File: config.mk
export PLATFORM = sky130hd
export DESIGN_NAME = psr_sp_unit
export DESIGN_NICKNAME = d
export VERILOG_FILES = /design/src/rtl/psr_pkg.sv /design/src/rtl/psr_status_reg.sv /design/src/rtl/psr_stack_bank.sv /design/src/rtl/psr_vector_calc.sv /design/src/rtl/psr_sp_unit.sv
export SDC_FILE = /design/constraint.sdc
export NUM_CORES = 1
export LEC_CHECK = 0
export BUFFER_PORTS_ARGS = -buffer_cell sky130_fd_sc_hd__buf_4
export CAP_MARGIN = 20
export CORE_UTILIZATION = 59
export DETAILED_ROUTE_END_ITERATION = 8
export HOLD_SLACK_MARGIN = 0.15
export PLACE_DENSITY = 0.95
export SLEW_MARGIN = 30
export SYNTH_ARGS = -nofsm -noshare
export SYNTH_HDL_FRONTEND = slang
export SYNTH_HIERARCHICAL = 1
export SYNTH_SLANG_ARGS = --single-unit
File: constraint.sdc
create_clock -name clk -period 6.9 [get_ports clk]
set_clock_uncertainty 0.1 [all_clocks]
set_input_delay 2.07 -clock clk [delete_from_list [all_inputs] [get_ports clk]]
set_output_delay 2.07 -clock clk [all_outputs]
set_load 0.01 [all_outputs]
File: src/rtl/psr_pkg.sv
package psr_pkg;
  localparam int SR_W      = 16;
  localparam int LEVEL_W   = 3;
  localparam int BIT_T1    = 15;
  localparam int BIT_T0    = 14;
  localparam int BIT_S     = 13;
  localparam int BIT_M     = 12;
  localparam int MASK_LO   = 8;
  localparam logic [SR_W-1:0] SR_WMASK  = 16'hF71F;
  localparam logic [SR_W-1:0] FLAG_MASK = 16'h001F;
  localparam logic [SR_W-1:0] SR_RESET  = 16'h2700;

  typedef enum logic [2:0] {
    OP_SR_MOVE  = 3'd0,
    OP_SR_AND   = 3'd1,
    OP_SR_OR    = 3'd2,
    OP_SR_XOR   = 3'd3,
    OP_SR_RTE   = 3'd4,
    OP_FLG_MOVE = 3'd5,
    OP_FLG_AND  = 3'd6,
    OP_FLG_OR   = 3'd7
  } sr_op_e;

  typedef enum logic [1:0] {
    SEL_USER = 2'd0,
    SEL_ISP  = 2'd1,
    SEL_MSP  = 2'd2
  } sp_sel_e;

  function automatic logic is_full_op(input logic [2:0] op);
    return op <= 3'd4;
  endfunction
endpackage

File: src/rtl/psr_status_reg.sv
module psr_status_reg
  import psr_pkg::*;
(
  input  logic               clk,
  input  logic               rst,
  input  logic               cmd_valid,
  input  logic [2:0]         cmd_op,
  input  logic [SR_W-1:0]    cmd_data,
  input  logic               irq_take,
  input  logic [LEVEL_W-1:0] irq_level,
  output logic [SR_W-1:0]    sr_q,
  output logic [SR_W-1:0]    saved_q,
  output logic               viol_q
);
  logic [SR_W-1:0] sr_d;
  logic            viol_d;
  logic [SR_W-1:0] flags_new;
  logic            sup;
  sr_op_e          op;

  assign sup = sr_q[BIT_S];
  assign op  = sr_op_e'(cmd_op);

  always_comb begin
    flags_new = sr_q & FLAG_MASK;
    case (op)
      OP_FLG_MOVE: flags_new = cmd_data & FLAG_MASK;
      OP_FLG_AND:  flags_new = sr_q & cmd_data & FLAG_MASK;
      OP_FLG_OR:   flags_new = (sr_q | cmd_data) & FLAG_MASK;
      default:     flags_new = sr_q & FLAG_MASK;
    endcase
  end

  always_comb begin
    sr_d   = sr_q;
    viol_d = 1'b0;
    if (irq_take) begin
      sr_d                           = sr_q & FLAG_MASK;
      sr_d[BIT_S]                    = 1'b1;
      sr_d[MASK_LO +: LEVEL_W]       = irq_level;
    end else if (cmd_valid) begin
      if (is_full_op(cmd_op) && !sup) begin
        viol_d = 1'b1;
      end else begin
        case (op)
          OP_SR_MOVE: sr_d = cmd_data & SR_WMASK;
          OP_SR_AND:  sr_d = sr_q & cmd_data & SR_WMASK;
          OP_SR_OR:   sr_d = (sr_q | cmd_data) & SR_WMASK;
          OP_SR_XOR:  sr_d = (sr_q ^ cmd_data) & SR_WMASK;
          OP_SR_RTE:  sr_d = cmd_data & SR_WMASK;
          default:    sr_d = (sr_q & ~FLAG_MASK) | flags_new;
        endcase
      end
    end
  end

  always_ff @(posedge clk) begin
    if (rst) begin
      sr_q    <= SR_RESET;
      saved_q <= '0;
      viol_q  <= 1'b0;
    end else begin
      sr_q   <= sr_d;
      viol_q <= viol_d;
      if (irq_take) saved_q <= sr_q;
    end
  end
endmodule

File: src/rtl/psr_stack_bank.sv
module psr_stack_bank #(
  parameter int ADDR_W = 32,
  parameter int NUM_SP = 3,
  localparam int SEL_W = $clog2(NUM_SP)
) (
  input  logic              clk,
  input  logic              rst,
  input  logic [SEL_W-1:0]  sel,
  input  logic              wr_en,
  input  logic [ADDR_W-1:0] wr_data,
  output logic [ADDR_W-1:0] rd_data
);
  logic [ADDR_W-1:0] sp_q [NUM_SP];

  for (genvar i = 0; i < NUM_SP; i++) begin : g_sp
    always_ff @(posedge clk) begin
      if (rst)                                    sp_q[i] <= '0;
      else if (wr_en && (sel == SEL_W'(i)))       sp_q[i] <= wr_data;
    end
  end

  always_comb begin
    rd_data = '0;
    for (int i = 0; i < NUM_SP; i++)
      if (sel == SEL_W'(i)) rd_data = sp_q[i];
  end
endmodule

File: src/rtl/psr_vector_calc.sv
module psr_vector_calc #(
  parameter int ADDR_W = 32,
  parameter int VEC_W  = 8,
  localparam int SCALE_SH = 2
) (
  input  logic              clk,
  input  logic              rst,
  input  logic              vbr_wr_en,
  input  logic [ADDR_W-1:0] vbr_wr_data,
  input  logic [VEC_W-1:0]  vec_num,
  output logic [ADDR_W-1:0] vbr_q,
  output logic [ADDR_W-1:0] vec_addr
);
  logic [ADDR_W-1:0] disp;
  assign disp = ADDR_W'(vec_num) << SCALE_SH;

  always_ff @(posedge clk) begin
    if (rst) begin
      vbr_q    <= '0;
      vec_addr <= '0;
    end else begin
      vec_addr <= vbr_q + disp;
      if (vbr_wr_en) vbr_q <= vbr_wr_data;
    end
  end
endmodule

File: src/rtl/psr_sp_unit.sv
module psr_sp_unit
  import psr_pkg::*;
#(
  parameter int ADDR_W = 32,
  parameter int VEC_W  = 8
) (
  input  logic              clk,
  input  logic              rst,
  input  logic              cmd_valid,
  input  logic [2:0]        cmd_op,
  input  logic [15:0]       cmd_data,
  input  logic              irq_take,
  input  logic [2:0]        irq_level,
  input  logic              sp_wr_en,
  input  logic [ADDR_W-1:0] sp_wr_data,
  input  logic              vbr_wr_en,
  input  logic [ADDR_W-1:0] vbr_wr_data,
  input  logic [VEC_W-1:0]  vec_num,
  output logic [15:0]       sr_out,
  output logic [15:0]       saved_sr,
  output logic              priv_viol,
  output logic [1:0]        sp_sel,
  output logic [ADDR_W-1:0] sp_rd,
  output logic [ADDR_W-1:0] vec_addr
);
  localparam int NUM_SP = 3;

  logic [SR_W-1:0]   sr_q;
  logic [ADDR_W-1:0] vbr_q;
  sp_sel_e           sel;

  psr_status_reg u_status (
    .clk       (clk),
    .rst       (rst),
    .cmd_valid (cmd_valid),
    .cmd_op    (cmd_op),
    .cmd_data  (cmd_data),
    .irq_take  (irq_take),
    .irq_level (irq_level),
    .sr_q      (sr_q),
    .saved_q   (saved_sr),
    .viol_q    (priv_viol)
  );

  always_comb begin
    if (!sr_q[BIT_S])     sel = SEL_USER;
    else if (sr_q[BIT_M]) sel = SEL_MSP;
    else                  sel = SEL_ISP;
  end

  psr_stack_bank #(.ADDR_W(ADDR_W), .NUM_SP(NUM_SP)) u_stacks (
    .clk     (clk),
    .rst     (rst),
    .sel     (sel),
    .wr_en   (sp_wr_en),
    .wr_data (sp_wr_data),
    .rd_data (sp_rd)
  );

  psr_vector_calc #(.ADDR_W(ADDR_W), .VEC_W(VEC_W)) u_vector (
    .clk         (clk),
    .rst         (rst),
    .vbr_wr_en   (vbr_wr_en),
    .vbr_wr_data (vbr_wr_data),
    .vec_num     (vec_num),
    .vbr_q       (vbr_q),
    .vec_addr    (vec_addr)
  );

  assign sr_out = sr_q;
  assign sp_sel = sel;
endmodule

==> flow_summary_export.csv, run 1 <==
group,metric,value,unit
global_routing,grt_first_pass_wirelength,35300,µm
synth,ys_async_sr_fraction,0,%
power,p_switching,647,µW
synth,synthDominantCellAreaShare,31.7,%
worst_setup_path,reg2regPathDepth,5,
sta,drv_slew,0,
global_routing,grt_pass1_vias,7161,
power,p_seq_share,48.9,%
synth,synth_area,0.00910,mm²
synth,yosysUniqueCellTypes,67,
drt,routedWlPerCell,18.0,µm
drt,wl,22000,µm
drt,antenna_left,0,
placed_design,place_congestion,0.851,
drt,drcViolationCount,0,
sta,setup_tns,0,ns
worst_setup_path,r2r-start,"u_status/sr_q[13]",
finish,utilization,72.7,%
synth,ys_seq_area_share,51.3,%
finish,area_delta_synth_final,21.0,%
synth,synth_ff_type,"edfxtp_1",
global_routing,gr-usage-all-layers,28.2,%
finish,fill_cells,1038,
power,power_density,233,mW/mm²
finish,drive_above_1_share,23.6,%
run_status,outcome,"finished clean",
global_routing,globalRouteMet2Util,49.4,%
global_routing,antenna_found_initial,1,
finish,final_area,0.0110,mm²
cts,cts_root_buf,"clkbuf_16",
global_routing,busiest_layer,"met2",
job,maxCapViolations,0,
global_routing,grt_max_degree,66,
power,switching_share,25.2,%
worst_setup_path,start_kind,"flop",
worst_setup_path,ff2ff_setup_slack,3.49,ns
hold_path,holdPathEnd,"u_vector/vec_addr[1]",
finish,multi_input_area,0.00393,mm²
cts,ctsResizeCount,0,
synth,avgSynthCellArea,10.5,µm²
power,ir_drop,0.169,mV
global_routing,met3_usage,8.24,%
hold_path,whs_path_depth,1,
finish,area.sequential,0.00466,mm²
floorplanning,pin_count,199,
floorplanning,die_area,0.0159,mm²
power,internal-power,1920,µW
synth,ys_warn_count,6,
sta,post-route-period-util,71.7,%
synth,yosys.cell_count.top_type,"nor2_1",
sta,hold_viol,0,
drt,drtIter0Drc,462,
worst_setup_path,r2r-end,"u_stacks/sp_q[1][24]",
cts,numCtsBuffers,17,
drt,dr.pass1.iters,6,
synth,synth_edf_count,96,
worst_setup_path,crit_type,"flop to output port",
placed_design,dp_cells,1189,
worst_setup_path,max_stage_delay,0.70,ns
worst_setup_path,required,4.73,ns
placed_design,port_buffers,186,
placed_design,hpwlAfterDp,14300,µm
sta,rsz0062_at_grt,"false",
worst_setup_path,crit_path_cell_trace,"and2b_2 > nor2b_2 > buf_4 > o2bb2ai_1 > buf_4",
hold_path,holdCritStartpoint,"u_vector/vbr_q[1]",
worst_setup_path,crit_path_frequent_cell,"buf_4",
cts,cts_hold_buf,0,
synth,synth.top_cells.by_count,"nor2_1 (178), edfxtp_1 (96), dfxtp_1 (89)",
sta,relSlewSlack,43.3,%
floorplanning,coreArea,0.0151,mm²
worst_setup_path,cp_slowest_cell,"and2b_2",
drt,num_vias,7089,
worst_setup_path,critPathCaptureType,"output port",
cts,tritoncts,"yes",
power,p_leak,0.00459,µW
power,p_comb_share,14.8,%
finish,nNetsFinal,1153,
floorplanning,fp-row-count,45,
worst_setup_path,cp.arrival,2.78,ns
cts,clock_sinks,185,
power,p_clk_share,36.3,%
synth,synth_top_area_cell,"edfxtp_1",
cts,clock_latency,0.42,ns
sta,min_period,4.95,ns
floorplanning,dieWidth,126,µm
finish,n_antenna_cell,0,
worst_setup_path,crit_fanout,37,
drt,viasPerCell,5.81,
cts,postCtsSetupBuffers,0,
finish,layout.cells.non_filler,1220,
global_routing,use_met1,33.5,%
synth,ys_top_cells_by_area,"edfxtp_1 (32%), dfxtp_1 (20%), mux2i_1 (8.6%)",
worst_setup_path,critical_path_buf_inv_count,2,
sta,fmax,202,MHz
hold_path,hold_class,"flop to flop",
placed_design,postPlaceCellArea,0.0104,mm²
floorplanning,start_util,60.1,%
cts,clockBufferDepth,2,
cts,htreeDepth,4,
worst_setup_path,critPathTopFamily,"simple AND/OR/NAND/NOR gates",
global_routing,grt_remaining_overflow,0,
sta,setup_viol_count_final,0,
synth,ys_ff_latch,185,
sta,worst_pin_slew,0.851,ns
floorplanning,die_h,126,µm
sta,hold_slack,0.373,ns
synth,netlist_instances,866,
cts,clk_pin_slew,0.06,ns
==> registers in the layout (all words and copies together) (netlist names) <==
register and flops:
u_vector/vec_addr 32, u_vector/vbr_q 32, u_status/saved_q 12, u_status/viol_q 1
u_status/sr_q 12, u_stacks/sp_q 96
==> cells in the final DEF (no fill, tap or decap), types with 8 or more instances in the layout <==
cell type / instances
buf_4: 195
nor2_1: 178
edfxtp_1: 96
dfxtp_1: 89
mux2i_1: 78
a21oi_1: 43
inv_1: 40
nand3b_1: 33
o2bb2ai_1: 32
ha_1: 32
clkbuf_16: 18
o21ai_0: 16
nand2_1: 16
nand2b_1: 13
o31ai_1: 12
or4_1: 12
nand3_1: 9
conb_1: 8
==> worst max path at each step <==
stage / startpoint / to / slack [ns] / cells after the start
2_1_floorplan: sp_wr_en / u_stacks/sp_q[2][0] / 2.39 / 4
3_3_place_gp: u_status/sr_q[13] / sp_rd[6] / 2.40 / 5
3_5_place_dp: u_status/sr_q[13] / sp_rd[6] / 2.36 / 5
4_1_cts: u_status/sr_q[13] / sp_rd[6] / 1.91 / 5
5_1_grt: u_status/sr_q[13] / sp_rd[6] / 1.76 / 5
6_report: u_status/sr_q[13] / sp_rd[6] / 1.95 / 5
==> metal layers <==
layer | routed length (µm) | up-vias
met4 | 267 | 2
met5 | 17 | -
met3 | 1640 | 24
li1 | - | 3382
met1 | 8860 | 3408
met2 | 11200 | 273
==> worst reg2reg max path, stage by stage (launching register included) <==
cell	delay, ns
dfxtp_1	0.46
and2b_2	0.70
nor2b_2	0.45
buf_4	0.38
a21o_1	0.58
buf_4	0.41
==> layout make-up <==
cell class                      instances  area share [%]
Clock buffer                           20            4.25
Timing Repair Buffer                  195            13.3
Multi-Input combinational cell        582            35.7
Tap cell                              188            2.14
Inverter                               39            1.33
Clock inverter                         11           0.853
Sequential cell                       185            42.4
==> power by group through the flow <==
stage	combinational (µW)	clock (µW)	sequential [µW]
floorplan	219	0	1280
global placement	361	0	1270
detailed placement	375	0	1280
CTS	377	948	1250
global route	411	999	1260
finish	379	933	1250
==> through the flow <==
stage	power, µW	setup slack (ns)
2_1_floorplan	1500	2.39
5_1_grt	2670	1.76
4_1_cts	2580	1.91
6_report	2570	1.95
3_3_place_gp	1630	2.40
3_5_place_dp	1650	2.36
==> cell families after synthesis <==
logic type	share of synthesized area, %
buffers and inverters	5.93
xor gates and xnor gates	0.963
and+or+nand+nor	15.9
muxes	8.58
other	0.0412
DFF	51.3
AOI/OAI and AO/OA	12.6
adders and majority gates	4.62
(Power assumes the default switching activity.)
==> run 2: changes to the inputs <==
--- a/config.mk
+++ b/config.mk
@@ -5,12 +5,13 @@
 export SDC_FILE = /design/constraint.sdc
 export NUM_CORES = 1
 export LEC_CHECK = 0
+export ABC_AREA = 1
 export BUFFER_PORTS_ARGS = -buffer_cell sky130_fd_sc_hd__buf_4
 export CAP_MARGIN = 20
-export CORE_UTILIZATION = 59
+export CORE_UTILIZATION = 56
 export DETAILED_ROUTE_END_ITERATION = 8
 export HOLD_SLACK_MARGIN = 0.15
-export PLACE_DENSITY = 0.95
+export PLACE_DENSITY = 0.91
 export SLEW_MARGIN = 30
 export SYNTH_ARGS = -nofsm -noshare
 export SYNTH_HDL_FRONTEND = slang
==> constraint.sdc (replaced) <==
create_clock -name clk -period 5.14 [get_ports clk]
set_clock_uncertainty 0.1 [all_clocks]
set_input_delay 1.542 -clock clk [delete_from_list [all_inputs] [get_ports clk]]
set_output_delay 1.542 -clock clk [all_outputs]
set_load 0.01 [all_outputs]
==> run 2 against run 1 <==
Compared with the run above: wire length up 15%; sequential cell count unchanged; synthesized area up 6.5%; highest routed layer is now met4; synthesized cell count up 32%; utilization down 3.0 points; sequential share of layout area down 2.4 points; global-route usage up 0.75 points; combinational power up 45%; largest cell class unchanged; non-clock buffer count unchanged; critical endpoint unchanged.
==> flow_summary_export.csv, run 2 <==
group,metric,value,unit
global_routing,grt_remaining_overflow,0,
worst_setup_path,required,3.50,ns
synth,netlist_instances,1141,
job,maxCapViolations,0,
drt,antenna_left,0,
finish,final_cell_mix,"buf_4 (195), nand2_1 (183), nor2_1 (145)",
synth,yosysUniqueCellTypes,34,
synth,ys_top_cells_by_area,"edfxtp_1 (30%), dfxtp_1 (18%), nand3_1 (7.3%)",
finish,fill_cells,1235,
synth,ys_warn_count,6,
finish,mostFrequentLayoutCell,"buf_4",
global_routing,grt_first_pass_wirelength,40400,µm
floorplanning,pin_count,199,
synth,synth.top_cells.by_count,"nand2_1 (184), nor2_1 (145), nand3_1 (142)",
cts,clock_sinks,185,
worst_setup_path,critPathCaptureType,"output port",
synth,synth_area,0.00968,mm²
synth,ys_ff_latch,185,
sta,post-route-period-util,83.6,%
finish,drive_above_1_share,25.5,%
sta,hold_viol,0,
finish,largest_reg_flops,96,
hold_path,hold_class,"flop to flop",
finish,top_register,"u_stacks/sp_q",
cts,ctsResizeCount,0,
worst_setup_path,crit_fanout,33,
cts,clk_pin_slew,0.07,ns
cts,tritoncts,"yes",
finish,nNetsFinal,1434,
placed_design,hpwlAfterDp,16500,µm
finish,n_antenna_cell,0,
floorplanning,die_h,134,µm
worst_setup_path,start_kind,"flop",
power,ir_drop,0.246,mV
sta,rsz0062_at_grt,"false",
synth,synthDominantCellAreaShare,29.8,%
synth,ys_async_sr_fraction,0,%
global_routing,gr-usage-all-layers,28.9,%
drt,routedWlPerCell,16.5,µm
global_routing,antenna_found_initial,0,
worst_setup_path,cp.arrival,2.65,ns
synth,ys_seq_area_share,48.2,%
sta,fmax,233,MHz
sta,min_period,4.30,ns
floorplanning,fp-row-count,47,
cts,htreeDepth,4,
cts,cts_hold_buf,0,
sta,drv_slew,0,
worst_setup_path,crit_start,"u_status/sr_q[13]",
floorplanning,coreArea,0.0168,mm²
finish,multi_input_area,0.00415,mm²
cts,postCtsSetupBuffers,0,
floorplanning,start_util,57.8,%
synth,synth_top_area_cell,"edfxtp_1",
drt,wl,25300,µm
sta,hold_slack,0.338,ns
floorplanning,dieWidth,134,µm
global_routing,grt_max_degree,64,
drt,dr.pass1.iters,6,
drt,drcViolationCount,0,
finish,top_regs,"u_stacks/sp_q: 96 flops, u_vector/vbr_q: 32 flops, u_vector/vec_addr: 32 flops",
synth,synth_edf_count,96,
sta,setup_tns,0,ns
run_status,outcome,"finished clean",
hold_path,holdCritStartpoint,"u_vector/vbr_q[1]",
synth,avgSynthCellArea,8.49,µm²
placed_design,port_buffers,186,
synth,synth_ff_type,"edfxtp_1",
drt,drtIter0Drc,795,
finish,area.sequential,0.00466,mm²
floorplanning,die_area,0.0178,mm²
power,p_leak,0.00522,µW
power,power_density,305,mW/mm²
global_routing,grt_pass1_vias,8176,
synth,yosys.cell_count.top_type,"nand2_1",
cts,numCtsBuffers,17,
cts,clockBufferDepth,2,
finish,area_delta_synth_final,20.6,%
worst_setup_path,r2r-start,"u_status/sr_q[13]",
cts,cts_root_buf,"clkbuf_16",
sta,setup_viol_count_final,0,
placed_design,place_congestion,0.907,
sta,relSlewSlack,40.0,%
drt,viasPerCell,5.59,
sta,worst_pin_slew,0.901,ns
drt,num_vias,8575,
worst_setup_path,crit_type,"flop to output port",
cts,clock_latency,0.43,ns
run 2: changes by cell type in the layout (fill, tap and decap cells not counted), moves of 14 or more:
| cell | change |
|---|---|
| nor2_1 | -33 |
| a21oi_1 | +14 |
| nand3b_1 | -30 |
| mux2i_1 | -78 |
| o2bb2ai_1 | -32 |
| nor3_2 | +60 |
| o21ai_0 | +48 |
| nand2_1 | +167 |
| nand3_1 | +133 |
| inv_1 | +91 |
run 2: cell families after synthesis:
logic type | Yosys count | share of synthesized area (%)
AOI/OAI and AO/OA | 126 | 6.58
other | 1 | 0.0387
adders and majority gates | 33 | 4.34
DFF | 185 | 48.2
buffers and inverters | 199 | 9.29
and+or+nand+nor | 597 | 31.6
run 2: routing by layer:
metal,part of all wire (%),GRT usage [%],vias to the layer above
met3,7.8,5.67,76
li1,-,-,4073
met4,3.2,12.6,0
met1,39,34.9,3961
met5,0,0,-
met2,50,50.2,465
run 2: path summary, 6_finish.rpt:
kind                            cells after the start                    to  slack (ns)
worst min register to register                      2  u_vector/vec_addr[1]        0.34
worst min-delay path                                2  u_vector/vec_addr[1]        0.34
worst max register to register                      6  u_stacks/sp_q[1][24]        1.57
worst max-delay path                                6              sp_rd[6]        0.84
run 2: worst max-delay path, cell delays in order (launching register included):
cell,delay (ns)
dfxtp_1,0.51
nand2_1,0.09
inv_1,0.59
inv_2,0.51
nand3_1,0.21
nand3_1,0.14
buf_4,0.17
run 2: final cells by class:
| cell class | instances | area share, % |
|---|---|---|
| Multi-Input combinational cell | 764 | 35.5 |
| Inverter | 138 | 4.47 |
| Tap cell | 220 | 2.36 |
| Sequential cell | 185 | 39.9 |
| Timing Repair Buffer | 195 | 12.5 |
| Clock inverter | 15 | 1.53 |
| Clock buffer | 17 | 3.64 |
run 2: metrics by stage:
| step | power, µW | cells | cell area, µm² | utilization, % | setup slack, ns |
|---|---|---|---|---|---|
| after floorplan | 2030 | 1148 | 9710 | - | 2.15 |
| after global placement | 2240 | 1502 | 11100 | 66.1 | 1.41 |
| after detailed placement | 2260 | 1502 | 11100 | 66.1 | 1.37 |
| after CTS | 3580 | 1534 | 11700 | 69.7 | 0.871 |
| after global routing | 3700 | 1534 | 11700 | 69.7 | 0.693 |
| final | 3570 | 1534 | 11700 | 69.7 | 0.844 |
run 2: report_power, final:
| part | switching [µW] | internal, µW |
|---|---|---|
| sequential | 46.2 | 1640 |
| clock | 629 | 698 |
| combinational | 334 | 215 |
| total | 1010 | 2560 |
==> run 3: changes to the inputs <==
--- a/config.mk
+++ b/config.mk
@@ -5,10 +5,10 @@
 export SDC_FILE = /design/constraint.sdc
 export NUM_CORES = 1
 export LEC_CHECK = 0
-export ABC_AREA = 1
+export ABC_AREA = 0
 export BUFFER_PORTS_ARGS = -buffer_cell sky130_fd_sc_hd__buf_4
 export CAP_MARGIN = 20
-export CORE_UTILIZATION = 56
+export CORE_UTILIZATION = 55
 export DETAILED_ROUTE_END_ITERATION = 8
 export HOLD_SLACK_MARGIN = 0.15
 export PLACE_DENSITY = 0.91
==> constraint.sdc (replaced) <==
create_clock -name clk -period 4 [get_ports clk]
set_clock_uncertainty 0.1 [all_clocks]
set_input_delay 1.2 -clock clk [delete_from_list [all_inputs] [get_ports clk]]
set_output_delay 1.2 -clock clk [all_outputs]
set_load 0.01 [all_outputs]
==> run 3 against run 2 <==
Compared with the run above: non-clock buffer count up 4; register-to-register slack worse by 0.40 ns; power up 27%.
==> flow_summary_export.csv, run 3 (same netlist as run 1, synthesis figures left out) <==
group,metric,value,unit
power,p_comb_share,14.6,%
global_routing,grt_remaining_overflow,0,
finish,nNetsFinal,1157,
drt,drtIter0Drc,426,
worst_setup_path,start_kind,"flop",
placed_design,place_congestion,0.837,
cts,clock_sinks,185,
floorplanning,coreArea,0.0160,mm²
global_routing,gr-usage-all-layers,25.7,%
job,maxCapViolations,0,
drt,dr.pass1.iters,5,
run_status,outcome,"finished clean",
finish,fill_cells,1147,
finish,n_antenna_cell,0,
global_routing,grt_max_degree,76,
drt,routedWlPerCell,17.6,µm
worst_setup_path,crit_path_frequent_cell,"buf_4",
power,internal-power,3400,µW
worst_setup_path,crit_fanout,23,
placed_design,dpl_worst_slack,0.330,ns
global_routing,grt_pass1_vias,6954,
power,p_switching,1150,µW
sta,worst_pin_slew,0.802,ns
power,p_seq_share,47.6,%
worst_setup_path,crit_path_cell_trace,"and2_2 > buf_4 > mux2i_1 > o2bb2ai_1 > buf_4",
finish,top_register,"u_stacks/sp_q",
sta,setup_tns,0,ns
hold_path,hold_class,"flop to flop",
sta,min_period,3.70,ns
drt,num_vias,7091,
sta,fin_ws,0.302,ns
sta,drv_slew,0,
global_routing,grt_first_pass_wirelength,33700,µm
placed_design,hpwlAfterDp,14200,µm
finish,drive_above_1_share,24.0,%
power,p_clk_share,37.8,%
cts,ctsResizeCount,0,
drt,wl,22000,µm
finish,area.sequential,0.00466,mm²
worst_setup_path,crit_type,"flop to output port",
global_routing,antenna_found_initial,0,
placed_design,port_buffers,186,
cts,cts_hold_buf,0,
finish,area_delta_synth_final,22.5,%
power,power_density,408,mW/mm²
sta,fmax,270,MHz
worst_setup_path,required,2.70,ns
cts,htreeDepth,4,
power,p_leak,0.00462,µW
cts,clk_pin_slew,0.07,ns
floorplanning,start_util,56.9,%
floorplanning,fp-row-count,46,
power,power,4550,µW
worst_setup_path,max_stage_delay,0.70,ns
sta,post-route-period-util,92.4,%
sta,setup_viol_count_final,0,
drt,viasPerCell,5.66,
floorplanning,dieWidth,131,µm
drt,antenna_left,0,
floorplanning,pin_count,199,
floorplanning,die_area,0.0171,mm²
cts,postCtsSetupBuffers,0,
power,ir_drop,0.287,mV
finish,mostFrequentLayoutCell,"buf_4",
sta,relSlewSlack,46.5,%
sta,hold_viol,0,
finish,multi_input_area,0.00395,mm²
worst_setup_path,cp_slowest_cell,"and2_2",
finish,largest_reg_flops,96,
worst_setup_path,cp.arrival,2.40,ns
finish,final_cell_mix,"buf_4 (197), nor2_1 (178), edfxtp_1 (96)",
sta,rsz0062_at_grt,"false",
power,switching_share,25.2,%
cts,clockBufferDepth,2,
cts,cts_root_buf,"clkbuf_16",
finish,top_regs,"u_stacks/sp_q: 96 flops, u_vector/vbr_q: 32 flops, u_vector/vec_addr: 32 flops",
finish,final_area,0.0111,mm²
cts,clock_latency,0.43,ns
drt,drcViolationCount,0,
cts,tritoncts,"yes",
placed_design,postPlaceCellArea,0.0105,mm²
worst_setup_path,critPathCaptureType,"output port",
cts,numCtsBuffers,17,
floorplanning,die_h,131,µm
-- run 3: cell count changes in the layout (fill, tap and decap cells not counted), moves of 13 or more --
| cell | delta |
|---|---|
| nor3_1 | -13 |
| nand3b_1 | +30 |
| o2bb2ai_1 | +32 |
| inv_1 | -93 |
| nand2_2 | -13 |
| nand2b_1 | +13 |
| a21oi_1 | -14 |
| mux2i_1 | +78 |
| nand3_1 | -133 |
| nor2_1 | +33 |
| nor3_2 | -60 |
| nand2_1 | -167 |
| o21ai_0 | -48 |
-- run 3: area by class of cell --
class / instances / share of cell area (%)
clock inverter: 13 / 1.49
clock buffer: 19 / 3.88
tap: 216 / 2.42
inverter: 39 / 1.31
sequential: 185 / 41.8
timing repair buffer: 199 / 13.6
multi-input combinational: 582 / 35.4
-- run 3: power groups by stage --
stage          Clock (µW)  Sequential (µW)  Combinational, µW
2_1_floorplan           0             2200                378
3_3_place_gp            0             2200                639
3_5_place_dp            0             2200                659
4_1_cts              1740             2160                663
5_1_grt              1820             2170                723
6_report             1720             2160                665
-- run 3: critical path: cells and delay by family (launching register included) --
family	cells	cell delay (ns)
buffers and inverters	2	0.48
and+or+nand+nor	1	0.70
DFF	1	0.45
AOI/OAI and AO/OA	1	0.11
muxes	1	0.21
-- run 3: path summary, 6_finish.rpt --
| path | from | end | slack, ns | depth (start not counted) |
|---|---|---|---|---|
| setup / recovery | u_status/sr_q[13] | sp_rd[27] | 0.30 | 5 |
| hold / removal | u_vector/vbr_q[1] | u_vector/vec_addr[1] | 0.37 | 1 |
| setup reg to reg | u_status/sr_q[13] | u_stacks/sp_q[2][26] | 1.17 | 5 |
| hold reg to reg | u_vector/vbr_q[1] | u_vector/vec_addr[1] | 0.37 | 1 |
-- run 3: layer usage --
metal / wire (µm) / track usage [%] / vias up
li1: - / - / 3392
met1: 8790 / 29.6 / 3393
met2: 11200 / 45.8 / 282
met3: 1780 / 7.29 / 24
met4: 283 / 8.65 / 0
met5: 0 / 0 / -
-- run 3: through the flow --
| step | hold slack, ns | util (%) | cells |
|---|---|---|---|
| final | 0.369 | 69.7 | 1253 |
| after global routing | 0.386 | 69.7 | 1253 |
| after CTS | 0.377 | 69.6 | 1253 |
| after detailed placement | 0.368 | 65.9 | 1221 |
| after global placement | 0.360 | 65.9 | 1221 |
| after floorplan | 0.337 | - | 873 |
